**config.mk**
```make
export PLATFORM = sky130hd
export DESIGN_NAME = frm_parser
export DESIGN_NICKNAME = d
export VERILOG_FILES = /design/src/rtl/frm_pkg.sv /design/src/rtl/frm_field_seq.sv /design/src/rtl/frm_lrc_acc.sv /design/src/rtl/frm_chain_trk.sv /design/src/rtl/frm_parser.sv
export SDC_FILE = /design/constraint.sdc
export NUM_CORES = 1
export LEC_CHECK = 0
export BUFFER_PORTS_ARGS = -buffer_cell sky130_fd_sc_hd__buf_2
export CAP_MARGIN = 0
export CORE_UTILIZATION = 25
export DETAILED_ROUTE_END_ITERATION = 6
export PLACE_DENSITY_LB_ADDON = 0.08
export SLEW_MARGIN = 20
export SYNTH_ARGS = -nofsm -noshare
export SYNTH_HDL_FRONTEND = slang
export SYNTH_HIERARCHICAL = 1
export SYNTH_SLANG_ARGS = --single-unit
export TNS_END_PERCENT = 100
```
**constraint.sdc**
```tcl
create_clock -name clk -period 2.86 [get_ports clk]
set_input_delay 0.286 -clock clk [delete_from_list [all_inputs] [get_ports clk]]
set_output_delay 0.286 -clock clk [all_outputs]
set_load 0.05 [all_outputs]
```
**src/rtl/frm_pkg.sv**
```systemverilog
package frm_pkg;

   typedef enum logic [2:0] {
      FS_ADDR = 3'd0,
      FS_CTRL = 3'd1,
      FS_LEN  = 3'd2,
      FS_INFO = 3'd3,
      FS_SUM  = 3'd4
   } fld_e;

   typedef enum logic [1:0] {
      BK_INFO = 2'd0,
      BK_RDY  = 2'd1,
      BK_SUP  = 2'd2
   } blk_e;

   // ctl holds control bits 7:5
   function automatic blk_e classify(input logic [2:0] ctl);
      if (!ctl[2])     return BK_INFO;
      else if (ctl[1]) return BK_SUP;
      else             return BK_RDY;
   endfunction

endpackage

```
**src/rtl/frm_field_seq.sv**
```systemverilog
module frm_field_seq
   import frm_pkg::*;
#(
   parameter int BYTE_W = 8,
   parameter int LEN_W  = 8
) (
   input  logic              clk,
   input  logic              rst_n,
   input  logic              in_valid,
   input  logic [BYTE_W-1:0] in_byte,
   output fld_e              fld
);
   localparam logic [LEN_W-1:0] ONE = LEN_W'(1);

   logic [LEN_W-1:0] remain;

   always_ff @(posedge clk or negedge rst_n) begin
      if (!rst_n) begin
         fld    <= FS_ADDR;
         remain <= '0;
      end else if (in_valid) begin
         unique case (fld)
            FS_ADDR: fld <= FS_CTRL;
            FS_CTRL: fld <= FS_LEN;
            FS_LEN: begin
               remain <= in_byte[LEN_W-1:0];
               fld    <= (in_byte[LEN_W-1:0] == '0) ? FS_SUM : FS_INFO;
            end
            FS_INFO: begin
               remain <= remain - ONE;
               if (remain == ONE) fld <= FS_SUM;
            end
            FS_SUM:  fld <= FS_ADDR;
            default: fld <= FS_ADDR;
         endcase
      end
   end

endmodule

```
**src/rtl/frm_lrc_acc.sv**
```systemverilog
module frm_lrc_acc #(
   parameter int BYTE_W = 8
) (
   input  logic              clk,
   input  logic              rst_n,
   input  logic              take,
   input  logic              first,
   input  logic [BYTE_W-1:0] din,
   output logic              bad
);
   logic [BYTE_W-1:0] acc;

   always_ff @(posedge clk or negedge rst_n) begin
      if (!rst_n)     acc <= '0;
      else if (take)  acc <= first ? din : (acc ^ din);
   end

   // meaningful while din is the closing byte
   assign bad = |(acc ^ din);

endmodule

```
**src/rtl/frm_chain_trk.sv**
```systemverilog
module frm_chain_trk (
   input  logic clk,
   input  logic rst_n,
   input  logic close_blk,
   input  logic is_info,
   input  logic more,
   output logic open
);
   always_ff @(posedge clk or negedge rst_n) begin
      if (!rst_n)                      open <= 1'b0;
      else if (close_blk && is_info)   open <= more;
   end
endmodule

```
**src/rtl/frm_parser.sv**
```systemverilog
module frm_parser
   import frm_pkg::*;
#(
   parameter int BYTE_W  = 8,
   parameter int LEN_W   = 8,
   parameter bit PAY_REG = 1'b1
) (
   input  logic              clk,
   input  logic              rst_n,
   input  logic              in_valid,
   input  logic [BYTE_W-1:0] in_byte,
   output logic              pay_valid,
   output logic [BYTE_W-1:0] pay_byte,
   output logic              blk_done,
   output logic [1:0]        blk_kind,
   output logic              lrc_err,
   output logic              msg_done,
   output logic              chain_open,
   output logic [2:0]        src_addr,
   output logic [2:0]        dst_addr
);
   localparam int SRC_LSB = 4;
   localparam int CTL_LSB = BYTE_W - 3;

   if (BYTE_W != 8) begin : g_bad_byte_w
      $error("frm_parser: BYTE_W must be 8");
   end
   if (LEN_W < 1 || LEN_W > BYTE_W) begin : g_bad_len_w
      $error("frm_parser: LEN_W must be 1..BYTE_W");
   end

   fld_e fld;
   logic at_addr, at_ctrl, at_info, at_sum;
   logic sum_bad;
   logic [2:0] src_q, dst_q, ctl_q;
   logic info_blk;
   blk_e kind;

   frm_field_seq #(.BYTE_W(BYTE_W), .LEN_W(LEN_W)) u_seq (
      .clk(clk), .rst_n(rst_n), .in_valid(in_valid), .in_byte(in_byte), .fld(fld)
   );

   assign at_addr = in_valid && (fld == FS_ADDR);
   assign at_ctrl = in_valid && (fld == FS_CTRL);
   assign at_info = in_valid && (fld == FS_INFO);
   assign at_sum  = in_valid && (fld == FS_SUM);

   frm_lrc_acc #(.BYTE_W(BYTE_W)) u_lrc (
      .clk(clk), .rst_n(rst_n), .take(in_valid), .first(at_addr),
      .din(in_byte), .bad(sum_bad)
   );

   always_ff @(posedge clk or negedge rst_n) begin
      if (!rst_n) begin
         src_q <= '0;
         dst_q <= '0;
         ctl_q <= '0;
      end else begin
         if (at_addr) begin
            src_q <= in_byte[SRC_LSB+2:SRC_LSB];
            dst_q <= in_byte[2:0];
         end
         if (at_ctrl) ctl_q <= in_byte[BYTE_W-1:CTL_LSB];
      end
   end

   assign kind     = classify(ctl_q);
   assign info_blk = (kind == BK_INFO);

   frm_chain_trk u_chain (
      .clk(clk), .rst_n(rst_n), .close_blk(at_sum), .is_info(info_blk),
      .more(ctl_q[0]), .open(chain_open)
   );

   always_ff @(posedge clk or negedge rst_n) begin
      if (!rst_n) begin
         blk_done <= 1'b0;
         msg_done <= 1'b0;
         blk_kind <= 2'd0;
         lrc_err  <= 1'b0;
         src_addr <= '0;
         dst_addr <= '0;
      end else begin
         blk_done <= at_sum;
         msg_done <= at_sum && info_blk && !ctl_q[0];
         if (at_sum) begin
            blk_kind <= kind;
            lrc_err  <= sum_bad;
            src_addr <= src_q;
            dst_addr <= dst_q;
         end
      end
   end

   if (PAY_REG) begin : g_pay_reg
      logic              pv_q;
      logic [BYTE_W-1:0] pb_q;
      always_ff @(posedge clk or negedge rst_n) begin
         if (!rst_n) begin
            pv_q <= 1'b0;
            pb_q <= '0;
         end else begin
            pv_q <= at_info && info_blk;
            if (at_info && info_blk) pb_q <= in_byte;
         end
      end
      assign pay_valid = pv_q;
      assign pay_byte  = pb_q;
   end else begin : g_pay_comb
      assign pay_valid = at_info && info_blk;
      assign pay_byte  = in_byte;
   end

endmodule

```
==> qor.csv, run 1 <==
stage;metric;value;unit
critical_path;CP Launch Type;flip-flop;
clocking;CTS root buffer;clkbuf_8;
finish;final instance area;0.00270;mm^2
min_path;worst hold path class;input pin to flip-flop;
detailed_routing;DRT iter0 DRCs;91;
clocking;Clock Path Buffers;2;
critical_path;kind of critical path;flip-flop to flip-flop;
global_route;Total GRT Usage;0.123;
finish;layout cell share with drive strength beyond 1;0.303;
detailed_routing;drt via density;4.84;
die;FP Rows;34;
detailed_routing;DR DRC count;1;
power;leak pwr;1.19;nW
place;routability cong.;0.684;
die;initial core utilization;0.262;
timing;Max Slew Vio Count;0;
die;Die W;98.4;um
detailed_routing;WL/cell;16.4;um
global_route;pin count of the biggest net entering global routing;27;
critical_path;RR Endpoint;u_lrc/acc[4];
timing;final setup TNS;0;ns
logic_synthesis;Cells after Synth;197;
finish;diodes inserted;0;
outcome;outcome;finished, violations left;
critical_path;critical path capture point type;flip-flop;
critical_path;required time of the critical path;3.05;ns
clocking;H-tree levels;2;
min_path;Hold Path Depth;2;
global_route;first-pass GRT wire length;9.20;mm
critical_path;Worst R2R Path Depth;4;
timing;Final Hold Fails;0;
die;Core Box Area;0.00885;mm^2
timing;Tcrit/Tclk final;0.681;
detailed_routing;drt total wl;5.60;mm
global_route;grt ovf;0;
logic_synthesis;number of synthesized register bits;49;
clocking;post-CTS setup buffers;0;
logic_synthesis;syn_nets;210;
finish;Area growth syn-to-layout;16.3;%
die;Die H;98.4;um
min_path;Min-Delay Startpoint;in_byte[3];
clocking;CTS tree;done;
critical_path;worst r2r src;u_seq/fld[0];
clocking;Inserted Clock Buffers;5;
timing;unrepaired setup endpoints after global routing;false;
logic_synthesis;mapped cell area;0.00232;mm^2
timing;Slew @ Worst Pin;0.591;ns
detailed_routing;Antenna Violating Nets Remaining;0;
timing;clock skew;0.00616;ns
outcome;failing checks;DRC;
timing;relative slew slack;0.606;
timing;maximum clock frequency;514;MHz
clocking;clk_lat worst skew;0.30;ns
min_path;hold path endpoint;u_lrc/acc[3];
place;Post-DP Area;0.00261;mm^2
critical_path;CP Max Fanout;17;
timing;Tmin final;1.95;ns
place;HPWL Detailed;3.76;mm
clocking;clk sinks;49;
die;Ports;32;
power;maximum vdd drop;0.282;mV
logic_synthesis;syn avg cell area;11.8;um^2
detailed_routing;DRT Pass-1 Iters;6;
place;port bufs;31;
timing;Final setup viols;0;
clocking;clk slew on worst S/H paths;0.10;ns
power;power per cell area;803;mW/mm^2
clocking;CTS resizes;0;
logic_synthesis;post-synthesis sequential area ratio;0.528;
critical_path;Critical Path AT;2.13;ns
timing;worst hold margin;0.273;ns
detailed_routing;via count;1654;
run;Max-Cap Viols;0;
power;total power;2.17;mW
logic_synthesis;Netlist cell types;43;
die;die area;0.00967;mm^2
global_route;number of global-route vias before repair;1635;
finish;most frequent cells in the layout;dfrtp_1 (49), buf_2 (31), mux2_2 (23);
critical_path;Worst R2R Setup Slack;0.91;ns
logic_synthesis;Synthesis Warnings;6;
global_route;initial antenna violation count;0;
finish;commonest non-fill, non-tap cell in the layout;dfrtp_1;
finish;final net count;246;
-- area by class of cell --
class                      instances  area [um^2]
clock buffer                       7         76.3
timing repair buffer              34          193
clock inverter                     1         7.51
fill                             929         6150
tap                              108          135
inverter                           6         22.5
sequential                        49         1230
multi-input combinational        137         1040
-- through the flow --
stage / std cells / worst slack, ns / util
6_report: 342 / 0.913 / 0.305
5_1_grt: 342 / 0.735 / 0.305
4_1_cts: 342 / 0.879 / 0.305
3_5_place_dp: 333 / 0.900 / 0.294
3_3_place_gp: 333 / 0.929 / 0.294
2_1_floorplan: 197 / 1.23 / -
-- how the worst max path moves through the flow --
stage | cells past startpoint | to | startpoint
global route | 4 | u_lrc/acc[3] | u_seq/fld[0]
finish | 4 | u_lrc/acc[4] | u_seq/fld[0]
detailed placement | 4 | u_lrc/acc[4] | u_seq/fld[0]
CTS | 4 | u_lrc/acc[5] | u_seq/fld[0]
global placement | 4 | u_lrc/acc[5] | u_seq/fld[0]
floorplan | 4 | u_lrc/acc[0] | u_seq/fld[1]
-- per-layer routing --
metal / global-route usage / share of wire / vias to the layer above
met5: 0 / 0 / -
met4: 0.0379 / 0.013 / 0
met3: 0.0222 / 0.028 / 6
met2: 0.194 / 0.45 / 25
met1: 0.170 / 0.51 / 824
li1: - / - / 799
-- cell usage after synthesis --
| cell | count | share of area |
|---|---|---|
| nor2_4 | 1 | 0.0049 |
| a2bb2oi_1 | 1 | 0.0038 |
| clkbuf_1 | 3 | 0.0049 |
| a31oi_1 | 1 | 0.0027 |
| o211ai_1 | 1 | 0.0032 |
| buf_6 | 2 | 0.0097 |
| or4_1 | 2 | 0.0065 |
| or4_4 | 1 | 0.0049 |
| or3_1 | 2 | 0.0054 |
| o21ai_0 | 10 | 0.022 |
| nor2b_4 | 1 | 0.0059 |
| dfrtp_1 | 49 | 0.53 |
| a211oi_1 | 1 | 0.0032 |
| a22o_1 | 1 | 0.0038 |
| o21a_1 | 2 | 0.0065 |
| a31o_2 | 1 | 0.0038 |
| nand2_1 | 10 | 0.016 |
| nor4b_4 | 2 | 0.020 |
| mux2_4 | 1 | 0.0065 |
| xor2_1 | 8 | 0.030 |
| a21oi_1 | 18 | 0.039 |
| nor3_1 | 3 | 0.0065 |
| and4bb_4 | 1 | 0.0070 |
| nor4_1 | 5 | 0.013 |
| nand2b_1 | 2 | 0.0054 |
| nor2_1 | 15 | 0.024 |
| nor3b_1 | 1 | 0.0032 |
| mux2_1 | 1 | 0.0049 |
| nand4b_1 | 1 | 0.0038 |
| nand3b_1 | 3 | 0.0097 |
| ha_1 | 2 | 0.011 |
| mux2i_1 | 1 | 0.0043 |
| o22a_1 | 1 | 0.0038 |
| a311oi_1 | 7 | 0.026 |
| and3b_1 | 1 | 0.0038 |
| o32ai_1 | 1 | 0.0038 |
| nand3_1 | 1 | 0.0022 |
| and4bb_2 | 1 | 0.0054 |
| nor2b_1 | 1 | 0.0027 |
| inv_1 | 6 | 0.0097 |
| o22ai_1 | 1 | 0.0027 |
| mux2_2 | 23 | 0.11 |
| o2bb2ai_1 | 1 | 0.0038 |
-- registers in the layout, indices dropped and copies added (netlist names), 3 cells and up --
| signal | cells |
|---|---|
| ctl_q | 3 |
| dst_addr | 3 |
| dst_q | 3 |
| pay_byte | 8 |
| src_addr | 3 |
| src_q | 3 |
| u_lrc/acc | 8 |
| u_seq/fld | 3 |
| u_seq/remain | 8 |
-- critical path, stage by stage, from the launching register on --
cell and delay, ns:
dfrtp_1 0.60, nor4b_4 0.61, nand2_1 0.32, a21oi_1 0.23
a311oi_1 0.07
-- cells by family (layout without fill, tap and decap cells) --
group | after synthesis | count (layout) | share of synthesized area
AO/OA/AOI/OAI | 47 | 47 | 0.128
multiplexers | 26 | 26 | 0.127
adder cells (fa/ha/maj) | 2 | 2 | 0.0108
buffers and inverters | 11 | 48 | 0.0243
XOR/XNOR | 8 | 8 | 0.0302
flip-flops | 49 | 49 | 0.528
AND/OR/NAND/NOR | 54 | 54 | 0.151
-- report_power, final --
group / internal (mW) / switching (mW)
clock network: 0.174 / 0.242
logic: 0.264 / 0.456
registers: 0.867 / 0.163
-- what timing repair did --
action                                  4_1_cts  5_1_grt
endpoints found under the setup margin        0        0
hold buffers                                  1        0
hold endpoints to repair                      8        0
Note: power is estimated with default switching activity, not from simulation.
==> run 2: changes to the inputs <==
==> constraint.sdc (replaced) <==
create_clock -name clk -period 1.8 [get_ports clk]
set_input_delay 0.18 -clock clk [delete_from_list [all_inputs] [get_ports clk]]
set_output_delay 0.18 -clock clk [all_outputs]
set_load 0.05 [all_outputs]
==> run 2 against run 1 <==
Net effect:
- global-route usage up 0.54 points
- highest routed layer unchanged
- register-to-register slack worse by 0.75 ns
- power increased by 75%
- flip-flop and latch count unchanged
- critical path depth did not move
- the run now ends clean
- maximum frequency increased by 19%
- hold slack got worse by 0.080 ns
- clock-buffer cell count is 2 lower
==> qor.csv, run 2 (synthesized netlist as in run 1, its figures left out) <==
stage;metric;value;unit
outcome;outcome;finished clean;
min_path;worst hold path class;input pin to flip-flop;
detailed_routing;DRT Pass-1 Iters;6;
timing;final setup TNS;0;ns
power;maximum vdd drop;0.490;mV
place;port bufs;31;
critical_path;required time of the critical path;1.99;ns
detailed_routing;drt total wl;5.83;mm
die;Die H;98.4;um
die;FP Rows;34;
finish;final net count;257;
clocking;clk slew on worst S/H paths;0.10;ns
min_path;Min-Delay Startpoint;in_byte[4];
clocking;post-CTS setup buffers;0;
critical_path;Critical Path, Cell by Cell;or3_1 > or3_1 > nor4_1 > nor3_1;
die;Core Box Area;0.00885;mm^2
clocking;Inserted Clock Buffers;5;
critical_path;Critical Path AT;1.83;ns
critical_path;kind of critical path;flip-flop to flip-flop;
clocking;CTS root buffer;clkbuf_8;
clocking;clk_lat worst skew;0.30;ns
critical_path;CP Launch Type;flip-flop;
clocking;Clock Path Buffers;2;
critical_path;critical path capture point type;flip-flop;
timing;Slew @ Worst Pin;0.393;ns
power;internal power;2.39;mW
run;Max-Cap Viols;0;
finish;Final Core Density;0.320;
die;Ports;32;
power;leak pwr;1.28;nW
die;initial core utilization;0.262;
power;power per cell area;1340;mW/mm^2
finish;area of the multi-input gates;0.00104;mm^2
finish;commonest non-fill, non-tap cell in the layout;dfrtp_1;
timing;Tmin final;1.64;ns
detailed_routing;DR DRC count;0;
detailed_routing;DRT iter0 DRCs;72;
clocking;clk sinks;49;
critical_path;worst r2r src;u_seq/remain[2];
finish;layout cell share with drive strength beyond 1;0.343;
clocking;CTS Hold Bufs;1;
timing;Tcrit/Tclk final;0.912;
clocking;H-tree levels;2;
critical_path;most frequent CP cell;or3_1;
global_route;first-pass GRT wire length;9.53;mm
global_route;pin count of the biggest net entering global routing;50;
critical_path;CP Max Fanout;4;
critical_path;Worst path max stage delay;0.43;ns
place;Post-DP Area;0.00269;mm^2
timing;Max Slew Vio Count;0;
finish;most frequent cells in the layout;dfrtp_1 (49), buf_2 (31), mux2_2 (23);
global_route;grt ovf;0;
timing;relative slew slack;0.738;
finish;Area growth syn-to-layout;22.2;%
global_route;Total GRT Usage;0.128;
critical_path;Slowest-stage cell, CP;dfrtp_1;
power;total power;3.79;mW
detailed_routing;WL/cell;16.5;um
power;sw frac;0.367;
global_route;initial antenna violation count;0;
die;die area;0.00967;mm^2
timing;worst hold margin;0.193;ns
finish;diodes inserted;0;
timing;maximum clock frequency;609;MHz
critical_path;CP Launch Point;u_seq/remain[2];
power;Comb power frac;0.320;
detailed_routing;drt via density;4.89;
power;part of the power in registers;0.427;
finish;Fillers;926;
timing;Final Hold Fails;0;
clocking;CTS resizes;0;
detailed_routing;via count;1727;
timing;Final setup viols;0;
finish;final instance area;0.00284;mm^2
power;clock share of power;0.253;
global_route;number of global-route vias before repair;1722;
finish;Reg area;0.00123;mm^2
place;routability cong.;0.730;
power;Switching Power;1.39;mW
detailed_routing;Antenna Violating Nets Remaining;0;
die;Die W;98.4;um
clocking;CTS tree;done;
timing;unrepaired setup endpoints after global routing;false;
timing;clock skew;0.00434;ns
place;HPWL Detailed;3.98;mm
run 2: worst max-delay path: cells and delay by family, from the launching register on:
kind | cells | cell delay (ns)
simple gates | 4 | 1.10
flops | 1 | 0.43
run 2: worst paths after layout:
path,endpoint,slack (ns),cells after the start
min in group asynchronous,pay_byte[4],0.40,3
setup / recovery,u_seq/remain[7],0.16,4
max in group asynchronous,src_addr[0],1.18,3
setup reg to reg,u_seq/remain[7],0.16,4
hold / removal,u_lrc/acc[4],0.19,2
hold reg to reg,msg_done,0.46,1
run 2: area by class of cell:
type / count / share of cell area
Clock buffer: 5 / 0.0243
Sequential cell: 49 / 0.432
Multi-Input combinational cell: 137 / 0.366
Inverter: 6 / 0.00794
Tap cell: 108 / 0.0477
Timing Repair Buffer: 45 / 0.0971
Clock inverter: 3 / 0.0243
run 2: power groups by stage:
| stage | combinational (mW) | sequential (mW) | clock [mW] |
|---|---|---|---|
| 2_1_floorplan | 0.543 | 1.94 | 0 |
| 3_3_place_gp | 1.23 | 1.64 | 0 |
| 3_5_place_dp | 1.22 | 1.64 | 0 |
| 4_1_cts | 1.23 | 1.62 | 0.990 |
| 5_1_grt | 1.32 | 1.67 | 1.04 |
| 6_report | 1.21 | 1.62 | 0.958 |
run 2: stage by stage:
stage,cells,setup slack (ns)
3_5_place_dp,344,0.178
6_report,353,0.159
3_3_place_gp,344,0.175
2_1_floorplan,197,0.166
4_1_cts,353,0.157
5_1_grt,353,0.0160
run 2: routing by layer:
| layer | up-vias | GRT usage | share of wire |
|---|---|---|---|
| met5 | - | 0 | 0 |
| met4 | 0 | 0.0344 | 0.0091 |
| met3 | 6 | 0.0293 | 0.026 |
| met2 | 24 | 0.204 | 0.46 |
| met1 | 881 | 0.175 | 0.50 |
| li1 | 816 | - | - |
==> run 3: changes to the inputs <==
--- a/config.mk
+++ b/config.mk
@@ -7,7 +7,7 @@
 export LEC_CHECK = 0
 export BUFFER_PORTS_ARGS = -buffer_cell sky130_fd_sc_hd__buf_2
 export CAP_MARGIN = 0
-export CORE_UTILIZATION = 25
+export CORE_UTILIZATION = 44
 export DETAILED_ROUTE_END_ITERATION = 6
 export PLACE_DENSITY_LB_ADDON = 0.08
 export SLEW_MARGIN = 20
==> run 3 against run 2 <==
Net effect:
- the flow now finishes with violations (hold timing)
- register-to-register slack lost 0.07 ns
- final area shrank 5.0%
- die area shrank 42%
- maximum frequency shrank 4.3%
- critical endpoint is now u_seq/remain[4]
==> qor.csv, run 3 (synthesized netlist as in run 1, its figures left out) <==
stage;metric;value;unit
critical_path;CP Max Fanout;13;
clocking;CTS Hold Bufs;0;
global_route;Total GRT Usage;0.196;
finish;most frequent cells in the layout;dfrtp_1 (49), buf_2 (31), mux2_2 (23);
timing;final setup TNS;0;ns
global_route;first-pass GRT wire length;8.07;mm
timing;Max Slew Vio Count;0;
die;Die H;74.6;um
timing;worst hold margin;-0.0365;ns
clocking;Clock Path Buffers;2;
critical_path;Critical Path AT;1.93;ns
clocking;clk slew on worst S/H paths;0.09;ns
global_route;pin count of the biggest net entering global routing;50;
timing;clock skew;0.00476;ns
power;leak pwr;1.22;nW
timing;Final Hold Fails;33;
clocking;H-tree levels;2;
place;port bufs;31;
timing;unrepaired setup endpoints after global routing;false;
finish;Fillers;465;
run;Max-Cap Viols;0;
clocking;CTS root buffer;clkbuf_8;
finish;diodes inserted;0;
die;Die W;74.6;um
finish;final instance area;0.00269;mm^2
detailed_routing;drt total wl;4.94;mm
critical_path;CP Launch Type;flip-flop;
timing;Tcrit/Tclk final;0.953;
timing;Slew @ Worst Pin;0.631;ns
detailed_routing;DRT iter0 DRCs;92;
place;routability cong.;0.880;
die;initial core utilization;0.454;
detailed_routing;via count;1728;
finish;Area growth syn-to-layout;16.1;%
timing;Tmin final;1.72;ns
clocking;CTS resizes;0;
clocking;post-CTS setup buffers;0;
finish;final net count;250;
finish;layout cell share with drive strength beyond 1;0.324;
clocking;Inserted Clock Buffers;5;
detailed_routing;DRT Pass-1 Iters;4;
min_path;worst hold path class;input pin to asynchronous set/reset pin;
place;Post-DP Area;0.00258;mm^2
die;Ports;32;
power;maximum vdd drop;0.949;mV
global_route;number of global-route vias before repair;1599;
clocking;CTS tree;done;
global_route;initial antenna violation count;0;
critical_path;critical path capture point type;flip-flop;
timing;maximum clock frequency;583;MHz
finish;commonest non-fill, non-tap cell in the layout;dfrtp_1;
detailed_routing;WL/cell;16.0;um
place;HPWL Detailed;3.37;mm
clocking;clk sinks;49;
outcome;outcome;finished, violations left;
die;FP Rows;26;
timing;relative slew slack;0.579;
die;die area;0.00557;mm^2
power;power per cell area;1320;mW/mm^2
detailed_routing;DR DRC count;0;
critical_path;required time of the critical path;2.01;ns
clocking;clk_lat worst skew;0.30;ns
timing;Final setup viols;0;
critical_path;kind of critical path;flip-flop to flip-flop;
outcome;failing checks;hold timing;
global_route;grt ovf;0;
die;Core Box Area;0.00511;mm^2
finish;Final Core Density;0.527;
detailed_routing;drt via density;5.61;
detailed_routing;Antenna Violating Nets Remaining;0;
## run 3: cell count changes in the layout (fill, tap and decap cells not counted)
cell / before / now
bufinv_16: 2 / 1
buf_12: 1 / 0
dlygate4sd3_1: 1 / 0
buf_4: 12 / 7
clkbuf_1: 0 / 1
inv_6: 1 / 0
clkinv_4: 0 / 1
## run 3: layout make-up
cell class	instances	area, um^2	area share
clock buffer	6	72.6	0.0269
clock inverter	2	38.8	0.0144
inverter	6	22.5	0.00836
multi-input combinational	137	1040	0.386
sequential	49	1230	0.455
tap	70	87.6	0.0325
timing repair buffer	38	208	0.0771
## run 3: path summary, 6_finish.rpt
check | start | end | slack [ns] | depth (start not counted)
max in group asynchronous | rst_n | u_seq/remain[3] | 1.39 | 2
setup / recovery | u_seq/fld[0] | u_seq/remain[4] | 0.08 | 5
min in group clk | in_byte[3] | u_lrc/acc[3] | 0.17 | 2
hold reg to reg | ctl_q[0] | msg_done | 0.46 | 1
hold / removal | rst_n | u_seq/remain[1] | -0.04 | 2
setup reg to reg | u_seq/fld[0] | u_seq/remain[4] | 0.08 | 5
## run 3: where the power goes
group | total, mW | internal [mW] | switching [mW] | leakage, nW
registers | 1.62 | 1.38 | 0.244 | 0.597
clock network | 0.780 | 0.417 | 0.362 | 0.0554
logic | 1.15 | 0.423 | 0.729 | 0.571
## run 3: layer usage
layer / vias up / wire length, um / global-route usage
met3: 7 / 174 / 0.0442
li1: 804 / - / -
met5: - / 0 / 0
met4: 0 / 76 / 0.0713
met2: 44 / 2440 / 0.318
met1: 873 / 2250 / 0.260
## run 3: critical path, cell delays in order, from the launching register on
cell and delay [ns]:
dfrtp_1 0.47, buf_4 0.23, nand3b_1 0.33, nor4_1 0.36
a21oi_1 0.06, o21ai_0 0.16
## run 3: stage by stage
step | hold slack [ns] | setup WS (ns) | std cells | total power [mW]
2_1_floorplan | -0.116 | 0.166 | 197 | 2.49
3_3_place_gp | 0.314 | 0.161 | 300 | 2.75
3_5_place_dp | 0.331 | 0.154 | 300 | 2.80
4_1_cts | 0.000956 | 0.121 | 308 | 3.59
5_1_grt | 0.0329 | 0.0117 | 308 | 3.75
6_report | -0.0365 | 0.0846 | 308 | 3.55
